File: src/rtl/cap_trig_pkg.sv
package cap_trig_pkg;

    typedef enum logic {
        MODE_CONT    = 1'b0,
        MODE_ONESHOT = 1'b1
    } cap_mode_e;

    typedef struct packed {
        logic      armed;
        cap_mode_e mode;
    } arm_state_t;

    typedef struct packed {
        logic strobe;
    } out_state_t;

endpackage

File: src/rtl/cap_sync.sv
module cap_sync #(
    parameter int STAGES = 2
) (
    input  logic clk,
    input  logic rst_n,
    input  logic d_i,
    output logic q_o
);
    logic [STAGES-1:0] sh_d, sh_q;

    generate
        if (STAGES == 1) begin : g_single
            always_comb sh_d = d_i;
        end else begin : g_chain
            always_comb sh_d = {sh_q[STAGES-2:0], d_i};
        end
    endgenerate

    always_ff @(posedge clk or negedge rst_n) begin
        if (!rst_n) sh_q <= '0;
        else        sh_q <= sh_d;
    end

    assign q_o = sh_q[STAGES-1];
endmodule

File: src/rtl/cap_edge.sv
module cap_edge (
    input  logic clk,
    input  logic rst_n,
    input  logic lvl_i,
    output logic fall_o
);
    logic prev_d, prev_q;

    always_comb prev_d = lvl_i;

    always_ff @(posedge clk or negedge rst_n) begin
        if (!rst_n) prev_q <= 1'b0;
        else        prev_q <= prev_d;
    end

    assign fall_o = prev_q & ~lvl_i;

    // a detected fall means the level was high one edge earlier
    p_fall_hist_r3: assert property (@(posedge clk) disable iff (!rst_n)
        fall_o |-> $past(lvl_i));
endmodule

File: src/rtl/cap_arm.sv
module cap_arm
    import cap_trig_pkg::*;
(
    input  logic      clk,
    input  logic      rst_n,
    input  logic      req_s_i,
    input  logic      fall_i,
    input  logic      rearm_i,
    input  logic      mode_sel_i,
    output logic      armed_o,
    output cap_mode_e mode_o
);
    arm_state_t st_d, st_q;

    always_comb begin
        st_d = st_q;
        if (!req_s_i)
            st_d.mode = mode_sel_i ? MODE_ONESHOT : MODE_CONT;
        if (rearm_i)
            st_d.armed = 1'b1;
        else if (fall_i && st_q.mode == MODE_ONESHOT)
            st_d.armed = 1'b0;
    end

    always_ff @(posedge clk or negedge rst_n) begin
        if (!rst_n) st_q <= '{armed: 1'b1, mode: MODE_CONT};
        else        st_q <= st_d;
    end

    assign armed_o = st_q.armed;
    assign mode_o  = st_q.mode;

    p_rearm_r4: assert property (@(posedge clk) disable iff (!rst_n)
        rearm_i |=> armed_o);

    p_fall_disarm_r3: assert property (@(posedge clk) disable iff (!rst_n)
        (fall_i && mode_o == MODE_ONESHOT && !rearm_i) |=> !armed_o);

    p_mode_hold_r7: assert property (@(posedge clk) disable iff (!rst_n)
        req_s_i |=> $stable(mode_o));

    p_cont_keep_r8: assert property (@(posedge clk) disable iff (!rst_n)
        (mode_o == MODE_CONT && !rearm_i) |=> $stable(armed_o));
endmodule

File: src/rtl/capture_trigger.sv
module capture_trigger
    import cap_trig_pkg::*;
#(
    parameter int SYNC_STAGES = 2
) (
    input  logic clk,
    input  logic rst_n,
    input  logic cap_req_i,
    input  logic oneshot_i,
    input  logic rearm_i,
    input  logic lockout_i,
    output logic cap_strobe_o,
    output logic armed_o
);
    logic       req_s;
    logic       req_fall;
    logic       armed;
    cap_mode_e  mode;
    out_state_t out_d, out_q;

    cap_sync #(.STAGES(SYNC_STAGES)) u_sync (
        .clk(clk), .rst_n(rst_n), .d_i(cap_req_i), .q_o(req_s)
    );

    cap_edge u_edge (
        .clk(clk), .rst_n(rst_n), .lvl_i(req_s), .fall_o(req_fall)
    );

    cap_arm u_arm (
        .clk(clk), .rst_n(rst_n), .req_s_i(req_s), .fall_i(req_fall),
        .rearm_i(rearm_i), .mode_sel_i(oneshot_i),
        .armed_o(armed), .mode_o(mode)
    );

    always_comb begin
        out_d = out_q;
        out_d.strobe = req_s && !lockout_i && (mode == MODE_CONT || armed);
    end

    always_ff @(posedge clk or negedge rst_n) begin
        if (!rst_n) out_q <= '0;
        else        out_q <= out_d;
    end

    assign cap_strobe_o = out_q.strobe;
    assign armed_o      = armed;

    p_lockout_r6: assert property (@(posedge clk) disable iff (!rst_n)
        lockout_i |=> !cap_strobe_o);

    p_disarmed_r3: assert property (@(posedge clk) disable iff (!rst_n)
        (mode == MODE_ONESHOT && !armed) |=> !cap_strobe_o);

    p_needs_req_r2: assert property (@(posedge clk) disable iff (!rst_n)
        !req_s |=> !cap_strobe_o);
endmodule

File: config.mk
export PLATFORM = sky130hd
export DESIGN_NAME = capture_trigger
export DESIGN_NICKNAME = d
export VERILOG_FILES = /design/src/rtl/cap_trig_pkg.sv /design/src/rtl/cap_sync.sv /design/src/rtl/cap_edge.sv /design/src/rtl/cap_arm.sv /design/src/rtl/capture_trigger.sv
export SDC_FILE = /design/constraint.sdc
export NUM_CORES = 1
export LEC_CHECK = 0
export BUFFER_PORTS_ARGS = -buffer_cell sky130_fd_sc_hd__buf_2
export CORE_AREA = 2 2 39 41
export CTS_BUF_LIST = sky130_fd_sc_hd__clkbuf_8
export DETAILED_ROUTE_END_ITERATION = 6
export DIE_AREA = 0 0 41 43
export MAX_ROUTING_LAYER = met4
export PLACE_DENSITY = 0.3
export REMOVE_ABC_BUFFERS = 1
export SYNTH_ARGS = -nofsm -noshare
export SYNTH_HDL_FRONTEND = slang
export SYNTH_SLANG_ARGS = --single-unit
File: constraint.sdc
create_clock -name clk -period 2.9 [get_ports clk]
set_clock_uncertainty 0.15 [all_clocks]
set_input_delay 0.145 -clock clk [delete_from_list [all_inputs] [get_ports clk]]
set_output_delay 0.145 -clock clk [all_outputs]
set_load 0.02 [all_outputs]
==> results of run 1 <==
==> power by group <==
part / total (mW) / internal, mW / switching, mW
Combinational: 0.0171 / 0.0104 / 0.00674
Sequential: 0.0926 / 0.0900 / 0.00262
Clock: 0.129 / 0.0911 / 0.0377
Total: 0.238 / 0.191 / 0.0471
==> routing by layer <==
layer / global-route usage, % / part of all wire [%] / up-vias
met1: 5.921 / 47 / 58
met4: 8.000 / 4.8 / 0
met2: 5.625 / 35 / 9
met5: - / 0 / -
li1: - / - / 67
met3: 4.712 / 13 / 2
==> flip-flops by register name, indices dropped and copies added (netlist names) <==
signal and count:
u_sync.sh_q 2, u_arm.armed_o 1, u_arm.mode_o 1, u_edge.prev_q 1, cap_strobe_o 1
==> synth_stat cells <==
library cell	n	area share (%)
dfrtp_1	5	64
a21o_1	1	3.8
dfstp_2	1	13
mux2_2	1	5.7
nand3b_1	1	3.8
nor2b_1	1	3.2
nor3b_2	1	6.4
==> worst max-delay path by stage <==
stage | end | startpoint | slack [ns] | depth (start not counted)
3_5_place_dp | u_arm.mode_o | u_sync.sh_q[1] | 1.91 | 1
2_1_floorplan | cap_strobe_o | u_arm.armed_o | 1.90 | 2
3_3_place_gp | armed_o | u_arm.armed_o | 1.92 | 1
6_report | armed_o | u_arm.armed_o | 1.70 | 1
5_1_grt | armed_o | u_arm.armed_o | 1.67 | 1
4_1_cts | armed_o | u_arm.armed_o | 1.69 | 1
==> cell type report <==
| cell class | instances | area share [%] |
|---|---|---|
| Clock buffer | 3 | 12.27 |
| Clock inverter | 1 | 1.115 |
| Multi-Input combinational cell | 5 | 13.38 |
| Sequential cell | 6 | 44.98 |
| Tap cell | 16 | 5.948 |
| Timing Repair Buffer | 11 | 22.30 |
==> logic make-up after synthesis <==
group            after synthesis  share of synthesized area (%)
flip-flops                     6                          77.07
AND/OR/NAND/NOR                3                          13.38
multiplexers                   1                          5.732
AO/OA/AOI/OAI                  1                          3.823
==> flow_metrics.tcl, run 1 <==
set metrics [dict create \
    place_inst 34 \
    final_common_cell "buf_2" \
    ys_seq_area_share_pct 77.07 \
    syn2layout_area_growth_pct 71.34 \
    seq_area_um2 151.4 \
    wl_per_cell_um 8.357 \
    place.gp.congestion 0.5484 \
    slew_violations 0 \
    nFillCells 147 \
    min_period_ns 1.204 \
    r2r-end "u_arm.mode_o" \
    dp_worst_setup_slack_ns 1.909 \
    status "completed" \
    start_util_pct 14.20 \
    fin_crit_sh_pct 41.51 \
    drt_iter0_markers 3 \
    crit_path_cell_trace "buf_2" \
    crit_slowest_cell "dfstp_2" \
    n_antenna_cell 0 \
    instances_no_fill 42 \
    holdPathEnd "u_arm.mode_o" \
    power.density_nw_per_um2 708.5 \
    critPathBufInv 1 \
    finalSetupTns_ns 0 \
    layout.nets 33 \
    hold_violations 0 \
    ys_seq_elements 6 \
    rrSetupSlack_ns 1.91 \
    reg2regPathDepth 1 \
    cts_buffers 3 \
    worstSetupEndpointType "output port" \
    stdcell_area_um2 336.6 \
    ys_types 7 \
    r2r-start "u_sync.sh_q[1]" \
    rows 14 \
    slowest_delay_ns 0.53 \
    required_ns 2.61 \
    fmax_mhz 830.7 \
    relSlewSlack_pct 90.66 \
    postSynthCellCount 11 \
    start_kind "register" \
    tightest_slew_ns 0.1400 \
    cap_violations 0 \
    vias_per_cell 3.238 \
    hold_start "oneshot_i" \
    clk_latency_ns 0.22 \
    fin_util_pct 24.32 \
    holdBufCountCts 4 \
    mostFrequentLayoutCells "7 x buf_2, 5 x dfrtp_1, 4 x dlygate4sd3_1, 3 x clkbuf_8" \
    setup_ws_ns 1.696 \
    grt_usage_pct 5.907 \
    cts_resized 0 \
    cts_tree "done" \
    drt_wl_total_um 351 \
    die_height_um 43 \
    postRouteAntennaNets 0 \
    power_uw 238.5 \
    vias 136 \
    cts_root_buffer "clkbuf_8" \
    cts_setup_buffers 0 \
    die_x_um 41 \
    setup_viol 0 \
    grt_pass1_wl_um 558 \
    grt_max_degree 7 \
    h-tree-depth 1 \
    syn_area_per_cell_um2 17.86 \
    yosys_warnings 0 \
    grt_pass1_vias 128 \
    fp.dieArea_um2 1763 \
    crit_family "flip-flops" \
    overflow 0 \
    hold_path_depth 2 \
    holdCritPathClass "in2reg" \
    grt_antenna_before_repair 0 \
    ios 8 \
    criticalPathCategory "reg2out" \
    p_leak_nw 0.1550 \
    cts_max_path_buffers 2 \
    rsz0062_at_grt "false" \
    peakVddDrop_v 0.0002121 \
    multiInputGateArea_um2 45.04 \
    drive_above_1_share_pct 50.00 \
    path_clk_slew_ns 0.04 \
    place_area_um2 251.5 \
    drc_errors 0 \
    whs_ns 0.01043 \
    core_region_area_um2 1384 \
    worstPathMaxFanout 3 \
    drtPass1Iterations 2 \
    clock_sinks 6 \
    port_buffers 7 \
    netlist_area_um2 196.4 \
    cp.arrival_ns 0.91 \
]
Note: power is estimated with default switching activity, not from simulation.
==> inputs of run 2 (changes only) <==
==> constraint.sdc (replaced) <==
create_clock -name clk -period 1.13 [get_ports clk]
set_clock_uncertainty 0.15 [all_clocks]
set_input_delay 0.0565 -clock clk [delete_from_list [all_inputs] [get_ports clk]]
set_output_delay 0.0565 -clock clk [all_outputs]
set_load 0.02 [all_outputs]
==> flow_metrics.tcl, run 2 (same netlist as run 1, synthesis figures left out) <==
set metrics [dict create \
    setup_viol 0 \
    final_common_cell "buf_2" \
    instances_no_fill 43 \
    drtPass1Iterations 2 \
    dp_worst_setup_slack_ns 0.1540 \
    min_period_ns 1.100 \
    critPathBufInv 1 \
    drive_above_1_share_pct 48.15 \
    place_area_um2 251.5 \
    h-tree-depth 1 \
    criticalPathCategory "reg2out" \
    p_leak_nw 0.1608 \
    fin_util_pct 25.23 \
    layout.nets 34 \
    hold_violations 0 \
    grt_antenna_before_repair 0 \
    cts_tree "done" \
    clock_sinks 6 \
    setup_ws_ns 0.03047 \
    status "completed" \
    die_x_um 41 \
    grt_pass1_vias 155 \
    ios 8 \
    top_usage_layer "met3" \
    cap_violations 0 \
    clk_latency_ns 0.22 \
    grt_pass1_wl_um 572 \
    rsz0062_at_grt "false" \
    core_region_area_um2 1384 \
    drt_iter0_markers 3 \
    vias_per_cell 3.349 \
    drc_errors 0 \
    die_height_um 43 \
    largest_register_ffs 2 \
    cts_setup_buffers 0 \
    crit_path_cell_trace "buf_4" \
    mostFrequentLayoutCells "6 x buf_2, 5 x dfrtp_1, 5 x dlygate4sd3_1, 3 x clkbuf_8" \
    path_clk_slew_ns 0.04 \
    slew_violations 0 \
    use_met3_pct 7.853 \
    start_kind "register" \
    multiInputGateArea_um2 45.04 \
    seq_area_um2 151.4 \
    use_met1_pct 3.922 \
    fmax_mhz 909.5 \
    whs_ns 0.03831 \
    cts_max_path_buffers 2 \
    grt_max_degree 7 \
    postRouteAntennaNets 0 \
    place_inst 34 \
    peakVddDrop_v 0.0007336 \
    port_buffers 7 \
    holdCritPathClass "in2async" \
    power.density_nw_per_um2 1769 \
    worstPathMaxFanout 3 \
    relSlewSlack_pct 90.72 \
    grt_usage_pct 6.205 \
    n_antenna_cell 0 \
    wl_per_cell_um 8.047 \
    stdcell_area_um2 349.1 \
    cts_root_buffer "clkbuf_8" \
    slowest_delay_ns 0.53 \
    required_ns 0.92 \
    place.gp.congestion 0.6473 \
    cp.arrival_ns 0.89 \
    use_met2_pct 7.500 \
    nFillCells 151 \
    tightest_slew_ns 0.1389 \
    fin_crit_sh_pct 97.30 \
    drt_wl_total_um 346 \
    crit_slowest_cell "dfstp_2" \
    start_util_pct 14.20 \
    power_uw 617.6 \
    regMostFlops "u_sync.sh_q" \
    rows 14 \
    fp.dieArea_um2 1763 \
    crit_family "flip-flops" \
    vias 144 \
    worstSetupEndpointType "output port" \
    syn2layout_area_growth_pct 77.71 \
    cts_buffers 3 \
    finalSetupTns_ns 0 \
    overflow 0 \
]
[run 2: worst paths after layout]
kind / from / endpoint / slack (ns) / cells past startpoint
hold reg to reg: u_sync.sh_q[0] / u_sync.sh_q[1] / 0.20 / 0
max in group asynchronous: rst_n / u_arm.armed_o / 0.57 / 2
min in group clk: u_sync.sh_q[0] / u_sync.sh_q[1] / 0.20 / 0
hold / removal: rst_n / u_sync.sh_q[1] / 0.04 / 2
setup / recovery: u_arm.armed_o / armed_o / 0.03 / 1
setup reg to reg: u_sync.sh_q[1] / u_arm.mode_o / 0.15 / 1
[run 2: area by class of cell]
type	count	area share, %
multi-input cells	5	12.90
well taps	16	5.735
flip-flops and latches	6	43.37
repair buffers	12	25.09
clock inverters	1	1.075
clock buffers	3	11.83
[run 2: where the power goes]
group	total, mW	switching, mW	internal [mW]
logic	0.0471	0.0172	0.0299
registers	0.238	0.00700	0.231
clock network	0.332	0.0986	0.234
[run 2: repair_timing]
item	CTS	global route
hold endpoints to repair	10	0
resized for setup	0	1
endpoints found under the setup margin	0	1
hold buffers	5	0
[run 2: metal layers]
layer,up-vias,wire (µm),share of wire [%]
met3,2,62,18
met1,63,126,36
met4,0,11,3.2
met5,-,0,0
met2,10,146,42
li1,69,-,-
==> inputs of run 3 (changes only) <==
--- a/config.mk
+++ b/config.mk
@@ -15,4 +15,5 @@
 export REMOVE_ABC_BUFFERS = 1
 export SYNTH_ARGS = -nofsm -noshare
 export SYNTH_HDL_FRONTEND = slang
+export SYNTH_HIERARCHICAL = 1
 export SYNTH_SLANG_ARGS = --single-unit
==> flow_metrics.tcl, run 3 <==
set metrics [dict create \
    critPathBufInv 1 \
    vias 140 \
    nFillCells 149 \
    netlist_top_cells_area "dfrtp_1 57%, nor2b_4 13%, dfstp_2 12%, mux2_4 6.9%, nor3b_2 5.7%" \
    cts_tree "done" \
    grt_usage_pct 6.017 \
    largest_register_ffs 2 \
    fin_util_pct 27.31 \
    netlist_area_um2 217.7 \
    instances_no_fill 45 \
    port_buffers 7 \
    syn_area_per_cell_um2 18.14 \
    final_common_cell "buf_2" \
    tightest_slew_ns 0.1914 \
    seq_area_um2 151.4 \
    power_uw 624.5 \
    cap_violations 0 \
    multiInputGateArea_um2 66.31 \
    fmax_mhz 930.5 \
    postRouteAntennaNets 0 \
    dp_worst_setup_slack_ns 0.1206 \
    core_region_area_um2 1384 \
    crit_family "flip-flops" \
    rows 14 \
    synth_most_common_cell "dfrtp_1" \
    ys_seq_elements 6 \
    clock_sinks 6 \
    drc_errors 0 \
    min_period_ns 1.075 \
    p_leak_nw 0.1810 \
    setup_ws_ns 0.05530 \
    cts_max_path_buffers 2 \
    grt_max_degree 7 \
    slew_violations 0 \
    overflow 0 \
    drt_wl_total_um 357 \
    regMostFlops "u_sync/sh_q" \
    synthTopCellsByCount "5 x dfrtp_1, 2 x nor2b_4" \
    crit_slowest_cell "dfstp_2" \
    synth_top_area_share_pct 57.47 \
    layout.nets 36 \
    criticalPathCategory "reg2out" \
    grt_pass1_wl_um 614 \
    postSynthCellCount 12 \
    place.gp.congestion 0.5624 \
    power.density_nw_per_um2 1653 \
    rsz0062_at_grt "false" \
    clk_latency_ns 0.22 \
    vias_per_cell 3.111 \
    setup_viol 0 \
    worstSetupEndpointType "output port" \
    cts_root_buffer "clkbuf_8" \
    worstPathMaxFanout 2 \
    relSlewSlack_pct 87.24 \
    start_kind "register" \
    holdCritPathClass "in2async" \
    grt_pass1_vias 159 \
    die_height_um 43 \
    ys_types 7 \
    stdcell_area_um2 377.9 \
    cp.arrival_ns 0.87 \
    synth-edff-count 0 \
    mostFrequentLayoutCells "6 x buf_2, 5 x dfrtp_1, 5 x dlygate4sd3_1, 3 x clkbuf_8" \
    h-tree-depth 1 \
    synth-main-ff-cell "dfrtp_1" \
    drtPass1Iterations 1 \
    place_inst 35 \
    ios 8 \
    ys_seq_area_share_pct 69.54 \
    finalSetupTns_ns 0 \
    path_clk_slew_ns 0.04 \
    grt_antenna_before_repair 0 \
    drt_iter0_markers 0 \
    synthArstFlopShare_pct 100.0 \
    yosysTopAreaCell "dfrtp_1" \
    status "completed" \
    syn2layout_area_growth_pct 73.56 \
    drive_above_1_share_pct 55.17 \
    hold_violations 0 \
    slowest_delay_ns 0.52 \
    die_x_um 41 \
    n_antenna_cell 0 \
    place_area_um2 272.8 \
    crit_path_cell_trace "buf_4" \
    required_ns 0.92 \
    wl_per_cell_um 7.933 \
    whs_ns 0.04238 \
    cts_buffers 3 \
    fp.dieArea_um2 1763 \
    start_util_pct 15.73 \
    fin_crit_sh_pct 95.11 \
    yosys_warnings 6 \
    peakVddDrop_v 0.0009203 \
]
[run 3: cell types whose count changed in the layout (fill, tap and decap cells not counted), sizes merged]
| cell | change |
|---|---|
| buf | +1 |
| nor2b | +1 |
| nand2 | +1 |
| nand3b | -1 |
[run 3: logic make-up (layout without fill, tap and decap cells)]
kind of cell / count (synthesis) / count (layout) / synth area share, %
flip-flops: 6 / 6 / 69.54
AND/OR/NAND/NOR: 4 / 4 / 20.11
AO/OA/AOI/OAI: 1 / 1 / 3.450
multiplexers: 1 / 1 / 6.895
buffers and inverters: 0 / 17 / 0
[run 3: final timing paths]
| path | start | slack (ns) | depth (start not counted) | end |
|---|---|---|---|---|
| min in group clk | u_sync/sh_q[0] | 0.20 | 0 | u_sync/sh_q[1] |
| max in group asynchronous | rst_n | 0.57 | 2 | u_arm/armed_o |
| max reg2reg | u_arm/armed_o | 0.09 | 3 | cap_strobe_o |
| min reg2reg | u_sync/sh_q[0] | 0.20 | 0 | u_sync/sh_q[1] |
| min | rst_n | 0.04 | 2 | u_sync/sh_q[0] |
| max | u_arm/armed_o | 0.06 | 1 | armed_o |
[run 3: per-layer routing]
| layer | wire [µm] | track usage, % | part of all wire [%] |
|---|---|---|---|
| met3 | 40 | 6.283 | 11 |
| met4 | 0 | 4.000 | 0 |
| met5 | 0 | - | 0 |
| met2 | 136 | 6.875 | 38 |
| met1 | 180 | 5.941 | 50 |
[run 3: what timing repair did]
action,in CTS,in global routing
setup buffers,1,0
endpoints found under the setup margin,1,0
gates resized for setup,1,0
endpoints found under the hold margin,10,0
hold buffers,5,0
[run 3: power breakdown]
part / internal, mW / switching, mW
logic: 0.0393 / 0.0207
clock network: 0.233 / 0.0922
registers: 0.231 / 0.00799
[run 3: cell type report]
class	count	share of cell area, %
Clock inverter	1	0.9934
Sequential cell	6	40.07
Timing Repair Buffer	13	25.17
Clock buffer	3	10.93
Multi-Input combinational cell	6	17.55
Tap cell	16	5.298
